===== src/rtl/gpio_irq_pkg.sv =====
package gpio_irq_pkg;
  typedef enum logic [1:0] {
    ADDR_SUM_LO = 2'd0,
    ADDR_SUM_HI = 2'd1,
    ADDR_CTRL   = 2'd2,
    ADDR_RSVD   = 2'd3
  } reg_addr_e;

  localparam int EOI_BIT = 0;
endpackage


===== src/rtl/gpio_grp_or.sv =====
module gpio_grp_or #(
  parameter int NUM_PINS = 184,
  parameter int GRP_SIZE = 4,
  localparam int NUM_GRP = NUM_PINS / GRP_SIZE
) (
  input  logic                clk,
  input  logic                rst,
  input  logic [NUM_PINS-1:0] pin_pend,
  output logic [NUM_GRP-1:0]  sum_q
);
  logic [NUM_GRP-1:0] sum_d;

  generate
    for (genvar g = 0; g < NUM_GRP; g++) begin : g_grp
      assign sum_d[g] = |pin_pend[g*GRP_SIZE +: GRP_SIZE];
    end
  endgenerate

  always_ff @(posedge clk) begin
    if (rst) sum_q <= '0;
    else     sum_q <= sum_d;
  end
endmodule


===== src/rtl/gpio_irq_arm.sv =====
module gpio_irq_arm (
  input  logic clk,
  input  logic rst,
  input  logic any_pend,
  input  logic eoi,
  output logic irq_q
);
  always_ff @(posedge clk) begin
    if (rst)        irq_q <= 1'b0;
    else if (irq_q) irq_q <= ~eoi;
    else            irq_q <= any_pend;
  end
endmodule


===== src/rtl/gpio_sum_regs.sv =====
module gpio_sum_regs
  import gpio_irq_pkg::*;
#(
  parameter int NUM_GRP = 46,
  parameter int WORD_W  = 32,
  localparam int PAD_W  = 2 * WORD_W
) (
  input  logic               clk,
  input  logic               rst,
  input  logic [1:0]         reg_addr,
  input  logic [NUM_GRP-1:0] sum_q,
  output logic [WORD_W-1:0]  rdata_q
);
  logic [PAD_W-1:0]  sum_pad;
  logic [WORD_W-1:0] rdata_d;

  always_comb begin
    sum_pad = '0;
    sum_pad[NUM_GRP-1:0] = sum_q;
    case (reg_addr)
      ADDR_SUM_LO: rdata_d = sum_pad[WORD_W-1:0];
      ADDR_SUM_HI: rdata_d = sum_pad[PAD_W-1:WORD_W];
      default:     rdata_d = '0;
    endcase
  end

  always_ff @(posedge clk) begin
    if (rst) rdata_q <= '0;
    else     rdata_q <= rdata_d;
  end
endmodule


===== src/rtl/gpio_irq_summary.sv =====
module gpio_irq_summary
  import gpio_irq_pkg::*;
#(
  parameter int NUM_PINS = 184,
  parameter int GRP_SIZE = 4,
  parameter int WORD_W   = 32,
  localparam int NUM_GRP = NUM_PINS / GRP_SIZE
) (
  input  logic                clk,
  input  logic                rst,
  input  logic [NUM_PINS-1:0] pin_pend,
  input  logic [1:0]          reg_addr,
  input  logic                reg_wr,
  input  logic [WORD_W-1:0]   reg_wdata,
  output logic [WORD_W-1:0]   reg_rdata,
  output logic                irq_out
);
  logic [NUM_GRP-1:0] sum_q;
  logic               eoi;

  assign eoi = reg_wr && (reg_addr == ADDR_CTRL) && reg_wdata[EOI_BIT];

  gpio_grp_or #(.NUM_PINS(NUM_PINS), .GRP_SIZE(GRP_SIZE)) grp_i (
    .clk(clk), .rst(rst), .pin_pend(pin_pend), .sum_q(sum_q)
  );

  gpio_irq_arm arm_i (
    .clk(clk), .rst(rst), .any_pend(|sum_q), .eoi(eoi), .irq_q(irq_out)
  );

  gpio_sum_regs #(.NUM_GRP(NUM_GRP), .WORD_W(WORD_W)) regs_i (
    .clk(clk), .rst(rst), .reg_addr(reg_addr), .sum_q(sum_q), .rdata_q(reg_rdata)
  );
endmodule


===== config.mk =====
export PLATFORM = sky130hd
export DESIGN_NAME = gpio_irq_summary
export DESIGN_NICKNAME = d
export VERILOG_FILES = /design/src/rtl/gpio_irq_pkg.sv /design/src/rtl/gpio_grp_or.sv /design/src/rtl/gpio_irq_arm.sv /design/src/rtl/gpio_sum_regs.sv /design/src/rtl/gpio_irq_summary.sv
export SDC_FILE = /design/constraint.sdc
export NUM_CORES = 1
export LEC_CHECK = 0
export BUFFER_PORTS_ARGS = -buffer_cell sky130_fd_sc_hd__buf_2
export CORE_AREA = 2 2 97 99
export DETAILED_ROUTE_END_ITERATION = 7
export DIE_AREA = 0 0 99 101
export PLACE_DENSITY = 0.67
export SLEW_MARGIN = 20
export SYNTH_ARGS = -nofsm -noshare
export SYNTH_HDL_FRONTEND = slang
export SYNTH_HIERARCHICAL = 1
export SYNTH_SLANG_ARGS = --single-unit

===== constraint.sdc =====
create_clock -name clk -period 1.64 [get_ports clk]
set_input_delay 0.164 -clock clk [delete_from_list [all_inputs] [get_ports clk]]
set_output_delay 0.164 -clock clk [all_outputs]
set_load 0.01 [all_outputs]

=== After elaboration in Yosys (flattened, before gate mapping) ===
Cells that the tools add are included.

* Output and inout port bits: 33
* Memories: 0
* ROM bits: 0
* Memory bits (writable): 0
* Input port bits: 221
* Bits in latches: 0
* Register bits: 79
* Word-level logic and storage cells: 58

* Add/sub/neg operators: 0
* Mux-type cells: 2
* Div/mod/pow operators: 0
* Eq/ne operators: 2
* Reductions and logical operators: 50
* Multiply operators: 0
* Shift operators: 0
* Magnitude comparators: 0
* Bitwise logic cells: 1

{| class="wikitable"
|+ Operator list
! cell !! count
|-
| OR reduction 4 bit || 46
|-
| one-hot mux 32 bit (2 select lines) || 1
|-
| OR reduction 46 bit || 1
|-
| equality test 2 x 1 -> 1 bit (second input constant) || 1
|-
| equality test 2 bit (second input constant) || 1
|-
| logical AND 1 bit || 2
|-
| logical NOT 2 bit || 1
|-
| 2-to-1 mux 1 bit || 1
|-
| inverter 1 bit || 1
|}

=== Depth between registers and ports, before layout ===
* Word-level depth: 5
* Gate-level depth with buffers: 5
* Depth with buffers taken out: 5

=== By module ===
Netlist, hierarchy kept.

{| class="wikitable"
|+ By module, submodules not included
! module !! seq. area each (um^2) !! area each (um^2) !! cells each !! instances
|-
| gpio_grp_or || 920.9 || 1462.7 || 143 || 1
|-
| gpio_sum_regs || 640.6 || 1014.7 || 85 || 1
|-
| gpio_irq_summary || 0.0 || 113.9 || 17 || 1
|-
| gpio_irq_arm || 20.0 || 48.8 || 4 || 1
|}

=== Least setup slack after synthesis ===
No wires, ideal clock.

* Path type: register -> register
* Start point: register grp_i.sum_q[41]
* End point: register arm_i.irq_q
* Arrival: 1175 ps
* Data required time: 1526 ps
* Period minus slack after synthesis: 1289 ps
* Stages on the path, launching flop included: 6
* Library setup time: 114 ps
* Path buffers: 0
* Slack: 351 ps
* Cells stage by stage: dfxtp_1 > nor4_1 > nand4_1 > or3_1 > nand2b_4 > a21oi_2

* Cells in the longest elaborated chain, start to end: 2

{| class="wikitable"
|+ Ends and longest elaborated chain
! item !! RTL line !! RTL
|-
| start, declared || gpio_grp_or.sv:9 || <nowiki>output logic [NUM_GRP-1:0] sum_q</nowiki>
|-
| start signal, assigned || gpio_grp_or.sv:21 || <nowiki>else sum_q <= sum_d;</nowiki>
|-
| OR reduction 46 bit || gpio_irq_summary.sv:28 || <nowiki>.clk(clk), .rst(rst), .any_pend(|sum_q), .eoi(eoi), .irq_q(irq_out)</nowiki>
|-
| 2-to-1 mux 1 bit || gpio_irq_arm.sv:10 || <nowiki>else if (irq_q) irq_q <= ~eoi;</nowiki>
|-
| end signal, assigned || gpio_irq_arm.sv:10 ||
|-
| end signal, assigned || gpio_irq_arm.sv:11 || <nowiki>else irq_q <= any_pend;</nowiki>
|-
| end, declared || gpio_irq_arm.sv:6 || <nowiki>output logic irq_q</nowiki>
|}

No other way between the ends.
A chain may end at the register's enable or synchronous reset.

=== Worst setup path in the final report ===
* Start point: register grp_i.sum_q[0]
* End point: register arm_i.irq_q

Same word-level chain as after synthesis.

==> results.json <==
{
  "status": "complete, no violations",
  "r2r_end": "arm_i/irq_q$_SDFF_PP0_",
  "vias": 2649,
  "cpPeakStageDelay_ns": 0.39,
  "p_total_w": 0.00391,
  "pwr-share-seq_pct": 52.9,
  "cp.arrival_ns": 1.74,
  "worstSetupStartpointType": "register",
  "post_cts.repair.setup_buffers": 0,
  "initial_core_util_pct": 29.4,
  "nets": 696,
  "globalplace.congestion": 0.717,
  "synth_fp_nets": 470,
  "whs_path_depth": 3,
  "syn-cell-area_um2": 2640,
  "drtIter0Drc": 33,
  "cts_root_buf": "clkbuf_8",
  "vdd_ir_drop_max_v": 0.000366,
  "die_y_um": 101,
  "regToRegSetupSlack_ns": 0.11,
  "final_util_pct": 44.6,
  "placementRows": 35,
  "power_switching_w": 0.000934,
  "firstDrtPassIters": 6,
  "cap_violations": 0,
  "dieArea_um2": 10000,
  "intPower_w": 0.00298,
  "endpoint_kind": "register",
  "fill_cells": 916,
  "drive_above_1_share_pct": 53.1,
  "worstPathRequired_ns": 1.85,
  "synth_seq_cells": 79,
  "routedWlPerCell_um": 13.1,
  "antenna_found_initial": 0,
  "finalHoldViolations": 0,
  "grt_max_degree": 47,
  "grt.total_usage_pct": 15.1,
  "swShare_pct": 23.9,
  "setup-tns-final_ns": 0,
  "reg2reg_depth": 5,
  "cts_made_buffers": 9,
  "vias_per_cell": 4.48,
  "fin_skew_ns": 0.00748,
  "avgSynthCellArea_um2": 10.6,
  "min_period_ns": 1.53,
  "synthCells": 249,
  "cts-htree-levels": 3,
  "hp-start": "pin_pend[38]",
  "gr-total-overflow": 0,
  "yosysSeqAreaShare_pct": 59.9,
  "final-max-slew-violation-count": 0,
  "period_share_pct": 93.0,
  "power.density_nw_per_um2": 976,
  "critical-path-slowest-cell": "nor4_1",
  "hold_buffers": 0,
  "crit_path_max_fanout": 2,
  "max_freq_ghz": 0.655,
  "cts.clk_slew.worst_paths_ns": 0.08,
  "crit_type": "register to register",
  "ys_types": 18,
  "power_frac_comb_pct": 11.1,
  "die_w_um": 99,
  "clk_latency_ns": 0.34,
  "worst_hold_path.endpoint": "grp_i/sum_q[9]$_SDFF_PP0_",
  "hpwl_mm": 6.43,
  "cts.sinks": 79,
  "clockBufferDepth": 2,
  "grt_pass1_wl_mm": 11.6,
  "final_antenna_net_count": 0,
  "drc": 0,
  "place_area_um2": 3810,
  "p_leak_nw": 1.98,
  "pin_count": 254,
  "cts_resized": 0,
  "hp-class": "input port to register",
  "setup_violations": 0,
  "rsz0062_at_grt": "no",
  "relSlewSlack_pct": 64.5,
  "area_delta_synth_final_pct": 51.8,
  "worst_slew_pin_slew_ns": 0.532,
  "wl_mm": 7.76,
  "port-buffer-count": 222,
  "clock_power_share_pct": 36.0,
  "ys_warn_count": 6,
  "coreArea_um2": 8980,
  "crit_chain": "nor4_1, nand4_1, or3_1, nand2b_4, a21oi_2",
  "first_global_vias": 2427,
  "design_area_um2": 4010,
  "cts_tree": "done",
  "r2r_start": "grp_i/sum_q[0]$_SDFF_PP0_",
  "antennaDiodeCount": 0
}
[worst max-delay path, delay by kind of cell (launching register included)]
family | cells | cell delay [ns]
simple gates | 4 | 1.01
flops | 1 | 0.33
compound gates | 1 | 0.05
[placed cells by master (no fill, tap or decap)]
master,Yosys,layout
and2_1,18,18
or3_1,1,1
clkinv_2,0,2
nand4_1,3,3
mux2i_1,14,14
buf_2,1,222
nor3_4,1,1
dfxtp_1,79,79
nor2_2,10,10
inv_6,0,1
clkinv_4,0,1
bufinv_16,0,1
nor4_2,1,1
or2_1,1,1
and4b_1,1,1
a21oi_2,1,1
buf_4,1,3
clkinvlp_4,0,2
nand2b_4,1,1
nor4_1,56,56
clkbuf_8,0,9
nand2b_1,1,1
nor2_1,51,51
[metrics by stage]
| step | hold WS (ns) | worst slack, ns | cells |
|---|---|---|---|
| final | 0.0281 | 0.114 | 591 |
| after CTS | 0.0110 | 0.0876 | 591 |
| after floorplan | 0.226 | 0.351 | 249 |
| after detailed placement | 0.380 | 0.105 | 575 |
| after global placement | 0.381 | 0.109 | 575 |
| after global routing | 0.0225 | 0.0219 | 591 |
[synth_stat cells]
master | instances | share of area, %
buf_2 | 1 | 0.19
nand4_1 | 3 | 0.71
nor2_1 | 51 | 7.3
and2_1 | 18 | 4.3
dfxtp_1 | 79 | 60
buf_6 | 8 | 3.4
nor4_1 | 56 | 13
buf_4 | 1 | 0.28
or2_1 | 1 | 0.24
nand2b_1 | 1 | 0.24
nor4_2 | 1 | 0.47
and4b_1 | 1 | 0.38
nand2b_4 | 1 | 0.52
or3_1 | 1 | 0.24
mux2i_1 | 14 | 5.3
nor3_4 | 1 | 0.62
a21oi_2 | 1 | 0.33
nor2_2 | 10 | 2.4
[flip-flops by register name, indices dropped and copies added (netlist names)]
name / cells
arm_i/irq_q: 1
grp_i/sum_q: 46
regs_i/rdata_q: 32
[layout make-up]
| type | count | area (um^2) | share of cell area [%] |
|---|---|---|---|
| clock buffers | 9 | 124 | 3.09 |
| repair buffers | 225 | 1130 | 28.3 |
| clock inverters | 7 | 72.6 | 1.81 |
| well taps | 111 | 139 | 3.47 |
| flip-flops and latches | 79 | 1580 | 39.5 |
| multi-input cells | 160 | 956 | 23.9 |
[cell families after synthesis]
logic type / count (synthesis) / synth area share, %
AOI/OAI and AO/OA: 1 / 0.332
buffers and inverters: 10 / 3.89
DFF: 79 / 59.9
muxes: 14 / 5.31
and+or+nand+nor: 145 / 30.6
[routing by layer]
metal,wire (um),GRT usage [%],vias up
met5,0,0,-
met4,152,6.85,0
met3,495,3.61,12
met2,3870,24.1,97
met1,3240,19.5,1205
li1,-,-,1335
[worst max path at each step]
stage	startpoint	end	slack, ns	cells after the start
floorplan	grp_i/sum_q[41]$_SDFF_PP0_	arm_i/irq_q$_SDFF_PP0_	0.35	5
CTS	grp_i/sum_q[0]$_SDFF_PP0_	arm_i/irq_q$_SDFF_PP0_	0.09	5
global placement	grp_i/sum_q[0]$_SDFF_PP0_	arm_i/irq_q$_SDFF_PP0_	0.11	5
global route	grp_i/sum_q[0]$_SDFF_PP0_	arm_i/irq_q$_SDFF_PP0_	0.02	5
detailed placement	grp_i/sum_q[0]$_SDFF_PP0_	arm_i/irq_q$_SDFF_PP0_	0.10	5
finish	grp_i/sum_q[0]$_SDFF_PP0_	arm_i/irq_q$_SDFF_PP0_	0.11	5
[power by group through the flow]
stage	Sequential, W	Combinational, W	Clock, W
3_3_place_gp	0.00211	0.000429	0
5_1_grt	0.00208	0.000485	0.00153
3_5_place_dp	0.00212	0.000440	0
4_1_cts	0.00207	0.000441	0.00146
2_1_floorplan	0.00211	0.000153	0
6_report	0.00207	0.000432	0.00141
Power figures use the tool's default switching activity.
